**src/rtl/dp_collide_arb.sv**
```systemverilog
module dp_collide_arb #(
  parameter int AW         = 14,
  parameter bit TIE_A_WINS = 1'b1
) (
  input  logic          clk,
  input  logic          rst_n,
  input  logic          master_mode,
  input  logic          a_en,
  input  logic [AW-1:0] a_addr,
  input  logic          a_wr,
  input  logic          b_en,
  input  logic [AW-1:0] b_addr,
  input  logic          b_wr,
  input  logic          a_busy_in_n,
  input  logic          b_busy_in_n,
  output logic          a_busy_n,
  output logic          b_busy_n,
  output logic          a_wr_ok,
  output logic          b_wr_ok,
  output logic          collide
);

  logic          busy_a_q, busy_b_q, collide_q;
  logic          a_en_q, b_en_q;
  logic [AW-1:0] a_addr_q, b_addr_q;
  logic          same, a_held, b_held, lose_a, lose_b;

  assign same   = a_en & b_en & (a_addr == b_addr);
  assign a_held = a_en_q & (a_addr_q == a_addr);
  assign b_held = b_en_q & (b_addr_q == b_addr);

  always_comb begin
    lose_a = 1'b0;
    lose_b = 1'b0;
    if (master_mode && same) begin
      if (busy_a_q)                lose_a = 1'b1;
      else if (busy_b_q)           lose_b = 1'b1;
      else if (a_held && !b_held)  lose_b = 1'b1;
      else if (b_held && !a_held)  lose_a = 1'b1;
      else if (TIE_A_WINS)         lose_b = 1'b1;
      else                         lose_a = 1'b1;
    end
  end

  always_ff @(posedge clk or negedge rst_n) begin
    if (!rst_n) begin
      busy_a_q  <= 1'b0;
      busy_b_q  <= 1'b0;
      collide_q <= 1'b0;
      a_en_q    <= 1'b0;
      b_en_q    <= 1'b0;
      a_addr_q  <= '0;
      b_addr_q  <= '0;
    end else begin
      busy_a_q  <= lose_a;
      busy_b_q  <= lose_b;
      collide_q <= lose_a | lose_b;
      a_en_q    <= a_en;
      b_en_q    <= b_en;
      a_addr_q  <= a_addr;
      b_addr_q  <= b_addr;
    end
  end

  assign a_busy_n = ~busy_a_q;
  assign b_busy_n = ~busy_b_q;
  assign collide  = collide_q;
  assign a_wr_ok  = a_en & a_wr & ~busy_a_q & (master_mode | a_busy_in_n);
  assign b_wr_ok  = b_en & b_wr & ~busy_b_q & (master_mode | b_busy_in_n);

endmodule


```
**config.mk**
```make
export PLATFORM = sky130hd
export DESIGN_NAME = dp_collide_arb
export DESIGN_NICKNAME = d
export VERILOG_FILES = /design/src/rtl/dp_collide_arb.sv
export SDC_FILE = /design/constraint.sdc
export NUM_CORES = 1
export LEC_CHECK = 0
export ABC_CLOCK_PERIOD_IN_PS = 3400
export BUFFER_PORTS_ARGS = -buffer_cell sky130_fd_sc_hd__buf_2
export CORE_MARGIN = 3
export CORE_UTILIZATION = 56
export CTS_BUF_LIST = sky130_fd_sc_hd__clkbuf_4
export CTS_CLUSTER_SIZE = 30
export DETAILED_ROUTE_END_ITERATION = 8
export MAX_ROUTING_LAYER = met4
export PLACE_DENSITY = 0.86
export SLEW_MARGIN = 0
export SYNTH_ARGS = -nofsm -noshare
export SYNTH_HDL_FRONTEND = slang
export SYNTH_SLANG_ARGS = --single-unit
```
**constraint.sdc**
```tcl
create_clock -name clk -period 3.4 [get_ports clk]
set_input_delay 0.51 -clock clk [delete_from_list [all_inputs] [get_ports clk]]
set_output_delay 0.51 -clock clk [all_outputs]
set_load 0.03 [all_outputs]
```
==> impl_metrics.tcl, run 1 <==
set metrics [dict create \
    reg2regPathDepth 5 \
    rr_startpoint "a_addr_q[5]$_DFF_PN0_" \
    finalHoldViolCount 0 \
    wl_per_cell_um 14.1 \
    syn_area_mm2 0.00134 \
    num_antenna_cells 0 \
    critical_path_class "reg -> reg" \
    clk_root_buffer_cell "clkbuf_4" \
    syn-num-nets 138 \
    placed_area_mm2 0.00158 \
    seq_area_frac_synth 0.616 \
    cts_hold_buf 0 \
    endpoint_kind "flip-flop" \
    ios 42 \
    die_y_um 54.9 \
    clk_latency_ns 0.33 \
    startpoint "a_addr_q[5]$_DFF_PN0_" \
    grt_use_total 0.205 \
    fp.dieW_um 54.9 \
    numCtsBuffers 5 \
    drt_iter0_drc 7 \
    antenna_found_initial 0 \
    ys_types 13 \
    route.antenna.remaining_nets 0 \
    via_per_inst 5.18 \
    syn_inst 101 \
    slew_headroom 0.527 \
    synth_seq_cells 33 \
    drc 0 \
    ys_warn_count 0 \
    dieArea_mm2 0.00302 \
    finClkSkew_ns 0.00698 \
    max_freq_ghz 0.617 \
    peakVddDrop_uv 445 \
    num_vias 922 \
    grt_pass1_wl_um 4000 \
    cp.arrival_ns 1.90 \
    dpl.hpwl_um 1990 \
    grt_overflow 0 \
    rsz0062_at_grt "false" \
    crit_path_end "busy_b_q$_DFF_PN0_" \
    run_status "finished, final reports clean" \
    initial_core_util 0.600 \
    cts.repair.resized 0 \
    finalPower_w 0.000741 \
    critPathLaunchType "flip-flop" \
    final_area_mm2 0.00164 \
    cts.sinks 33 \
    num_rows 17 \
    wl_um 2510 \
    setup_viol 0 \
    gp_congestion 0.797 \
    cts_tree "yes" \
    syn_to_final_growth_pct 22.4 \
    r2r_end "busy_b_q$_DFF_PN0_" \
    finalSetupTns_ns 0 \
    clk_pin_slew_ns 0.09 \
    fin_crit_ns 1.62 \
    cts_max_level 2 \
    grt_pass1_vias 944 \
    cp.required_ns 3.68 \
    path_max_fanout 2 \
    core_region_area_mm2 0.00223 \
    hold_class "in -> async" \
    final_common_cell "buf_2" \
    drv_slew 0 \
    postCtsSetupRepairBufs 0 \
    maxCapViolCount 0 \
    layout-drive-gt1-share 0.327 \
    port_buffers 41 \
    dr.pass1.iters 4 \
    cts_buffer_depth 2 \
    syn_area_per_cell_um2 13.3 \
    period_share 0.477 \
    final_cell_mix "41 x buf_2, 33 x dfrtp_1, 23 x xnor2_1, 19 x xor2_1, 8 x clkbuf_4" \
    fin_nets 186 \
    p_leak_nw 0.752 \
    grt_max_degree 34 \
    worstMarginPinSlew_ns 0.709 \
    p_per_area_mw_per_mm2 452 \
    reg2reg_slack_ns 1.78 \
]
[registers in the layout, indices dropped and copies added, names as in the netlist]
signal and cells:
a_addr_q 14, a_en_q 1, b_addr_q 14, b_en_q 1, busy_a_q 1, busy_b_q 1
collide 1
[per-stage QoR]
step / utilization / hold WS [ns] / std cells / worst slack (ns)
finish: 0.734 / 0.223 / 178 / 1.78
global route: 0.734 / 0.242 / 178 / 1.64
CTS: 0.734 / 0.244 / 178 / 1.76
detailed placement: 0.708 / 0.559 / 170 / 1.49
global placement: 0.708 / 0.525 / 170 / 1.58
floorplan: - / 0.214 / 101 / 1.80
[routing by layer]
| layer | share of wire | vias to the layer above | global-route usage |
|---|---|---|---|
| li1 | - | 431 | - |
| met1 | 0.40 | 450 | 0.222 |
| met2 | 0.50 | 34 | 0.335 |
| met3 | 0.083 | 7 | 0.0643 |
| met4 | 0.018 | 0 | 0.109 |
| met5 | 0 | - | - |
[report_power, final]
group          internal [W]  switching, W  leakage (nW)   total, W
registers          0.000410    0.00000819         0.392   0.000418
clock network      0.000106      0.000121        0.0368   0.000227
logic             0.0000459     0.0000498         0.323  0.0000957
total              0.000562      0.000179         0.752   0.000741
[synthesized netlist by cell type]
| library cell | instances | share of area |
|---|---|---|
| xnor2_1 | 23 | 0.15 |
| xor2_1 | 19 | 0.12 |
| a31oi_1 | 1 | 0.0047 |
| nor2_1 | 3 | 0.0084 |
| o211ai_1 | 2 | 0.011 |
| nand3_1 | 3 | 0.011 |
| dfrtp_1 | 33 | 0.62 |
| nand4_1 | 6 | 0.028 |
| and2_1 | 1 | 0.0047 |
| or4_1 | 1 | 0.0056 |
| inv_1 | 3 | 0.0084 |
| nor4_1 | 5 | 0.023 |
| nor3_1 | 1 | 0.0037 |
[critical path, cell delays in order, from the launching register on]
cell and delay (ns):
dfrtp_1 0.39, xnor2_1 0.16, nand4_1 0.10, or4_1 0.50
a31oi_1 0.25, and2_1 0.16
[worst min path at each step]
stage | startpoint | endpoint
2_1_floorplan | rst_n | a_addr_q[0]$_DFF_PN0_
3_3_place_gp | busy_a_q$_DFF_PN0_ | busy_a_q$_DFF_PN0_
3_5_place_dp | busy_a_q$_DFF_PN0_ | busy_a_q$_DFF_PN0_
4_1_cts | rst_n | b_addr_q[1]$_DFF_PN0_
5_1_grt | rst_n | a_addr_q[0]$_DFF_PN0_
6_report | rst_n | a_addr_q[0]$_DFF_PN0_
[cells by family (layout without fill, tap and decap cells)]
family / after synthesis / after routing / synth area share
DFF: 33 / 33 / 0.616
xor gates and xnor gates: 42 / 42 / 0.275
AOI/OAI and AO/OA: 3 / 3 / 0.0159
buffers and inverters: 3 / 52 / 0.00840
and+or+nand+nor: 20 / 20 / 0.0850
[layout make-up]
class / count / area (um^2)
Clock buffer: 8 / 60.1
Fill cell: 173 / 593
Inverter: 3 / 11.3
Multi-Input combinational cell: 65 / 503
Sequential cell: 33 / 826
Tap cell: 28 / 35.0
Timing Repair Buffer: 41 / 205
Power figures use the tool's default switching activity.
==> run 2: changes to the inputs <==
ABC_AREA = 1   (was not set)
ABC_CLOCK_PERIOD_IN_PS = 1530   (was 3400)
CORE_UTILIZATION = 54   (was 56)
PLACE_DENSITY = 0.81   (was 0.86)
clock period = 1.53 ns   (was 3.4 ns; I/O delays follow)
==> run 2 against run 1 <==
  * Die area grew 21%
  * Flip-flop and latch count is the same
  * Synthesized area grew 19%
  * First-iteration DRC count grew to 6.1 times the previous value
  * Wire length grew 31%
  * Final cell count grew 62%
  * Via count grew 45%
  * Power grew 130%
  * Utilization shrank 3.6 points
  * Hold slack lost 0.19 ns
  * Clock power grew 130%
==> impl_metrics.tcl, run 2 <==
set metrics [dict create \
    finalHoldViolCount 0 \
    syn-num-nets 243 \
    clk_root_buffer_cell "clkbuf_4" \
    drc 0 \
    fin_crit_ns 1.50 \
    run_status "finished, final reports clean" \
    synth_ff_type "dfrtp_1" \
    syn_inst 206 \
    path_max_fanout 3 \
    numCtsBuffers 5 \
    nFillCells 239 \
    antenna_found_initial 0 \
    cts_buffer_depth 2 \
    top_regs "a_addr_q (14), b_addr_q (14)" \
    initial_core_util 0.574 \
    final_cell_mix "63 x nand2_1, 46 x inv_1, 40 x buf_2, 33 x dfrtp_1, 30 x nor2_1" \
    wl_per_cell_um 11.4 \
    ys_warn_count 0 \
    yosys.area.top_type "dfrtp_1" \
    synth_seq_cells 33 \
    seq_area_frac_synth 0.518 \
    crit_chain "dlygate4sd3_1, buf_2, o211ai_1, nor2_1, buf_4" \
    num_vias 1341 \
    num_rows 19 \
    syn_area_per_cell_um2 7.74 \
    path_delay_family "buffers and inverters" \
    die_y_um 60.4 \
    final_common_cell "nand2_1" \
    crit_cells 5 \
    crit_buf_inv 3 \
    yosys-top-cells-count "63 x nand2_1, 46 x inv_1, 33 x dfrtp_1" \
    dpl.hpwl_um 2620 \
    maxCapViolCount 0 \
    synth_top_area_frac 0.518 \
    dr.pass1.iters 4 \
    cts_max_level 2 \
    p_per_area_mw_per_mm2 885 \
    startpoint "b_en" \
    postCtsSetupRepairBufs 0 \
    grt_max_degree 18 \
    p_leak_nw 1.12 \
    worstMarginPinSlew_ns 0.404 \
    cts.sinks 33 \
    final_area_mm2 0.00194 \
    clk_latency_ns 0.34 \
    drt_iter0_drc 43 \
    r2r_end "busy_b_q$_DFF_PN0_" \
    core_region_area_mm2 0.00278 \
    fp.dieW_um 60.4 \
    wl_um 3290 \
    synth_area_leaders "dfrtp_1 52%, nand2_1 15%, inv_1 11%, xnor2_1 9.3%, nor2_1 7.1%" \
    synth_edf_count 0 \
    slew_headroom 0.731 \
    reg2regPathDepth 10 \
    cts_tree "yes" \
    gp_congestion 0.870 \
    finClkSkew_ns 0.00615 \
    cpPeakStageDelay_ns 0.53 \
    port_buffers 41 \
    placed_area_mm2 0.00186 \
    cp.arrival_ns 1.27 \
    ios 42 \
    via_per_inst 4.64 \
    rr_startpoint "b_addr_q[7]$_DFF_PN0_" \
    grt_use_total 0.218 \
    setup_viol 0 \
    reg2reg_slack_ns 0.30 \
    layout-drive-gt1-share 0.194 \
    finalSetupTns_ns 0 \
    clk_pin_slew_ns 0.09 \
    endpoint_kind "output port" \
    route.antenna.remaining_nets 0 \
    num_antenna_cells 0 \
    hold_depth 1 \
    rsz0062_at_grt "false" \
    critical_path_class "in -> out" \
    period_share 0.978 \
    grt_overflow 0 \
    hold_class "in -> reg" \
    yosys.cell_count.top_type "nand2_1" \
    placedCellCount 279 \
    hold_slack_ns 0.0324 \
    max_freq_ghz 0.668 \
    crit_path_end "b_wr_ok" \
    syn_to_final_growth_pct 21.7 \
    fin_nets 294 \
    drv_slew 0 \
    ys_types 12 \
    layout.cells.non_filler 289 \
    peakVddDrop_uv 685 \
    grt_pass1_vias 1301 \
    grt_pass1_wl_um 5420 \
    cp.required_ns 1.30 \
    async_flop_share 1.00 \
    critPathLaunchType "input pin" \
    dieArea_mm2 0.00364 \
    syn_area_mm2 0.00160 \
    slowest_stage "dlygate4sd3_1" \
]
-- run 2: cell types whose count changed in the layout (fill, tap and decap cells not counted), moves of 2 or more --
cell,delta
o21ai_0,+6
nand2_1,+63
dlygate4sd3_1,+2
inv_1,+43
xor2_1,-18
nor4_1,-5
nand4_1,-3
nor2_1,+27
xnor2_1,-6
-- run 2: where the power goes --
group          internal [W]  switching [W]  leakage, nW  total, W
Sequential         0.000911      0.0000176        0.392  0.000929
Combinational      0.000117       0.000149        0.696  0.000266
Clock              0.000236       0.000287       0.0368  0.000523
-- run 2: cell type report --
type,instances,area [um^2],share of cell area
Sequential cell,33,826,0.425
Multi-Input combinational cell,127,597,0.307
Timing Repair Buffer,44,248,0.128
Clock buffer,8,60.1,0.0309
Inverter,46,173,0.0889
Tap cell,31,38.8,0.0200
-- run 2: worst register-to-register path, cell delays in order (launching register included) --
cell     delay (ns)
dfrtp_1        0.39
nand2_1        0.09
nand2_1        0.07
inv_1          0.06
nand2_1        0.04
nor2_1         0.13
nand2_1        0.07
nor2_1         0.10
nand2_1        0.07
nand2_1        0.06
nor2_1         0.04
-- run 2: routing by layer --
layer,vias up,part of all wire,global-route usage
met4,0,0.015,0.0981
met1,599,0.44,0.274
li1,700,-,-
met2,36,0.47,0.326
met3,6,0.071,0.0660
met5,-,0,-
-- run 2: through the flow --
step                      worst slack (ns)   util  power [W]
after CTS                           0.0226  0.697    0.00174
after global placement               0.325  0.668    0.00120
final                               0.0338  0.698    0.00172
after global routing                0.0183  0.698    0.00182
after floorplan                      0.348      -    0.00108
after detailed placement             0.315  0.668    0.00121
-- run 2: kinds of logic after synthesis --
| group | share of synthesized area |
|---|---|
| buffers and inverters | 0.108 |
| DFF | 0.518 |
| and+or+nand+nor | 0.244 |
| xor gates and xnor gates | 0.0988 |
| AOI/OAI and AO/OA | 0.0314 |
-- run 2: repair_timing --
item | CTS | global route
setup endpoints to repair | 0 | 1
gates resized for setup | 0 | 2
hold buffers | 2 | 0
endpoints found under the hold margin | 17 | 0
-- run 2: worst min-delay path by stage --
stage | to | from
CTS | a_addr_q[11]$_DFF_PN0_ | a_addr[11]
global route | a_addr_q[11]$_DFF_PN0_ | a_addr[11]
global placement | b_addr_q[11]$_DFF_PN0_ | rst_n
floorplan | a_addr_q[0]$_DFF_PN0_ | rst_n
finish | a_addr_q[11]$_DFF_PN0_ | a_addr[11]
detailed placement | b_addr_q[13]$_DFF_PN0_ | rst_n
==> run 3: changes to the inputs <==
ABC_AREA = not set   (was 1)
CORE_UTILIZATION = 52   (was 54)
==> run 3 against run 2 <==
  * Cell area shrank 12%
  * Die area down 12%
  * Sequential share of layout area increased by 5.9 points
  * Sequential power is essentially flat
  * Largest power group unchanged
  * Critical endpoint is now busy_b_q$_DFF_PN0_
==> impl_metrics.tcl, run 3 (synthesis gave the netlist of run 1 again) <==
set metrics [dict create \
    grt_max_degree 34 \
    drv_slew 0 \
    cp.arrival_ns 1.79 \
    met2_length_um 1270 \
    p_leak_nw 0.793 \
    via_per_inst 5.07 \
    fp.dieW_um 56.8 \
    r2r_end "busy_b_q$_DFF_PN0_" \
    finalPower_w 0.00160 \
    critical_path_class "reg -> reg" \
    cts_tree "yes" \
    placedCellCount 177 \
    dieArea_mm2 0.00322 \
    numCtsBuffers 5 \
    fin_crit_ns 1.52 \
    startpoint "a_addr_q[12]$_DFF_PN0_" \
    worstMarginPinSlew_ns 0.697 \
    ios 42 \
    hold_class "in -> reg" \
    syn_to_final_growth_pct 27.4 \
    slew_headroom 0.535 \
    reg2reg_slack_ns 0.01 \
    cts.sinks 33 \
    grt_pass1_vias 1011 \
    die_y_um 56.8 \
    drt_iter0_drc 15 \
    wl_met3_um 243 \
    setup_viol 0 \
    clk_pin_slew_ns 0.09 \
    path_max_fanout 2 \
    initial_core_util 0.578 \
    p_per_area_mw_per_mm2 940 \
    drc 0 \
    critPathLaunchType "flip-flop" \
    grt_use_total 0.194 \
    top_regs "a_addr_q (14), b_addr_q (14)" \
    num_vias 938 \
    route.antenna.remaining_nets 0 \
    cts_buffer_depth 2 \
    layout.cells.non_filler 185 \
    clk_root_buffer_cell "clkbuf_4" \
    seq_area_um2 826 \
    finClkSkew_ns 0.00727 \
    dr.pass1.iters 4 \
    peakVddDrop_uv 786 \
    cp.required_ns 1.80 \
    clk_latency_ns 0.33 \
    dpl.hpwl_um 2060 \
    layout-drive-gt1-share 0.357 \
    topRoutingLayerUsed "met4" \
    run_status "finished, final reports clean" \
    cts_max_level 2 \
    antenna_found_initial 0 \
    endpoint_kind "flip-flop" \
    num_antenna_cells 0 \
    nFillCells 184 \
    wl_um 2590 \
    final_cell_mix "41 x buf_2, 33 x dfrtp_1, 21 x xnor2_1, 19 x xor2_1, 7 x buf_4" \
    maxCapViolCount 0 \
    reg2regPathDepth 5 \
    multiInputGateArea_um2 518 \
    gp_congestion 0.831 \
    core_region_area_mm2 0.00232 \
    period_share 0.994 \
    wl_per_cell_um 14.0 \
    rr_startpoint "a_addr_q[12]$_DFF_PN0_" \
    final_common_cell "buf_2" \
    m1WireLength_um 1040 \
    port_buffers 41 \
    fin_nets 194 \
    max_freq_ghz 0.658 \
    grt_pass1_wl_um 4440 \
    finalHoldViolCount 0 \
    grt_overflow 0 \
    num_rows 17 \
    crit_path_end "busy_b_q$_DFF_PN0_" \
    rsz0062_at_grt "true" \
]
-- run 3: cell count changes in the layout (fill, tap and decap cells not counted), sizes merged, moves of 5 or more --
cell | previous run | this run
buf | 42 | 48
xnor2 | 17 | 23
nor4 | 0 | 5
xor2 | 1 | 19
o21ai | 6 | 0
nor2 | 30 | 3
nand2 | 63 | 0
inv | 46 | 3
-- run 3: final cells by class --
class / count / area share
flip-flops and latches: 33 / 0.484
multi-input cells: 65 / 0.304
repair buffers: 49 / 0.157
clock buffers: 6 / 0.0264
well taps: 28 / 0.0205
inverters: 3 / 0.00660
clock inverters: 1 / 0.00220
-- run 3: worst min path at each step --
stage	startpoint	to	cells past startpoint
6_report	b_en	b_en_q$_DFF_PN0_	1
5_1_grt	b_en	b_en_q$_DFF_PN0_	1
4_1_cts	b_en	b_en_q$_DFF_PN0_	1
3_5_place_dp	rst_n	a_en_q$_DFF_PN0_	1
3_3_place_gp	rst_n	a_addr_q[0]$_DFF_PN0_	1
2_1_floorplan	rst_n	a_addr_q[0]$_DFF_PN0_	0
-- run 3: critical path, cell delays in order, from the launching register on --
cell and delay (ns):
dfrtp_1 0.39, xnor2_1 0.13, nand3_1 0.10, or4_1 0.52, a31oi_1 0.18, and2_1 0.15
-- run 3: layer usage --
layer  track usage  vias to the layer above
li1              -                      451
met1         0.223                      448
met2         0.290                       37
met3        0.0851                        2
met4        0.0894                        0
met5             -                        -
-- run 3: per-stage QoR --
stage | hold slack (ns) | TNS (ns) | setup slack [ns] | util | cell area (um^2)
after floorplan | -0.0661 | 0 | 0.0888 | - | 1340
after global placement | 0.313 | 0 | 0.000335 | 0.704 | 1630
after detailed placement | 0.316 | -0.0588 | -0.0405 | 0.704 | 1630
after CTS | 0.0177 | -0.0113 | -0.0113 | 0.730 | 1690
after global routing | 0.0139 | -0.143 | -0.0838 | 0.736 | 1710
final | 0.0401 | 0 | 0.00974 | 0.736 | 1710
-- run 3: power by group --
| group | switching, W | internal (W) | total [W] |
|---|---|---|---|
| combinational | 0.000114 | 0.000118 | 0.000232 |
| sequential | 0.0000187 | 0.000912 | 0.000930 |
| clock | 0.000258 | 0.000184 | 0.000442 |
-- run 3: what timing repair did --
item,CTS,global route
pin swaps,1,1
setup buffers,0,0
hold buffers,1,0
endpoints found under the setup margin,2,2
hold endpoints to repair,33,0
gates resized for setup,0,2
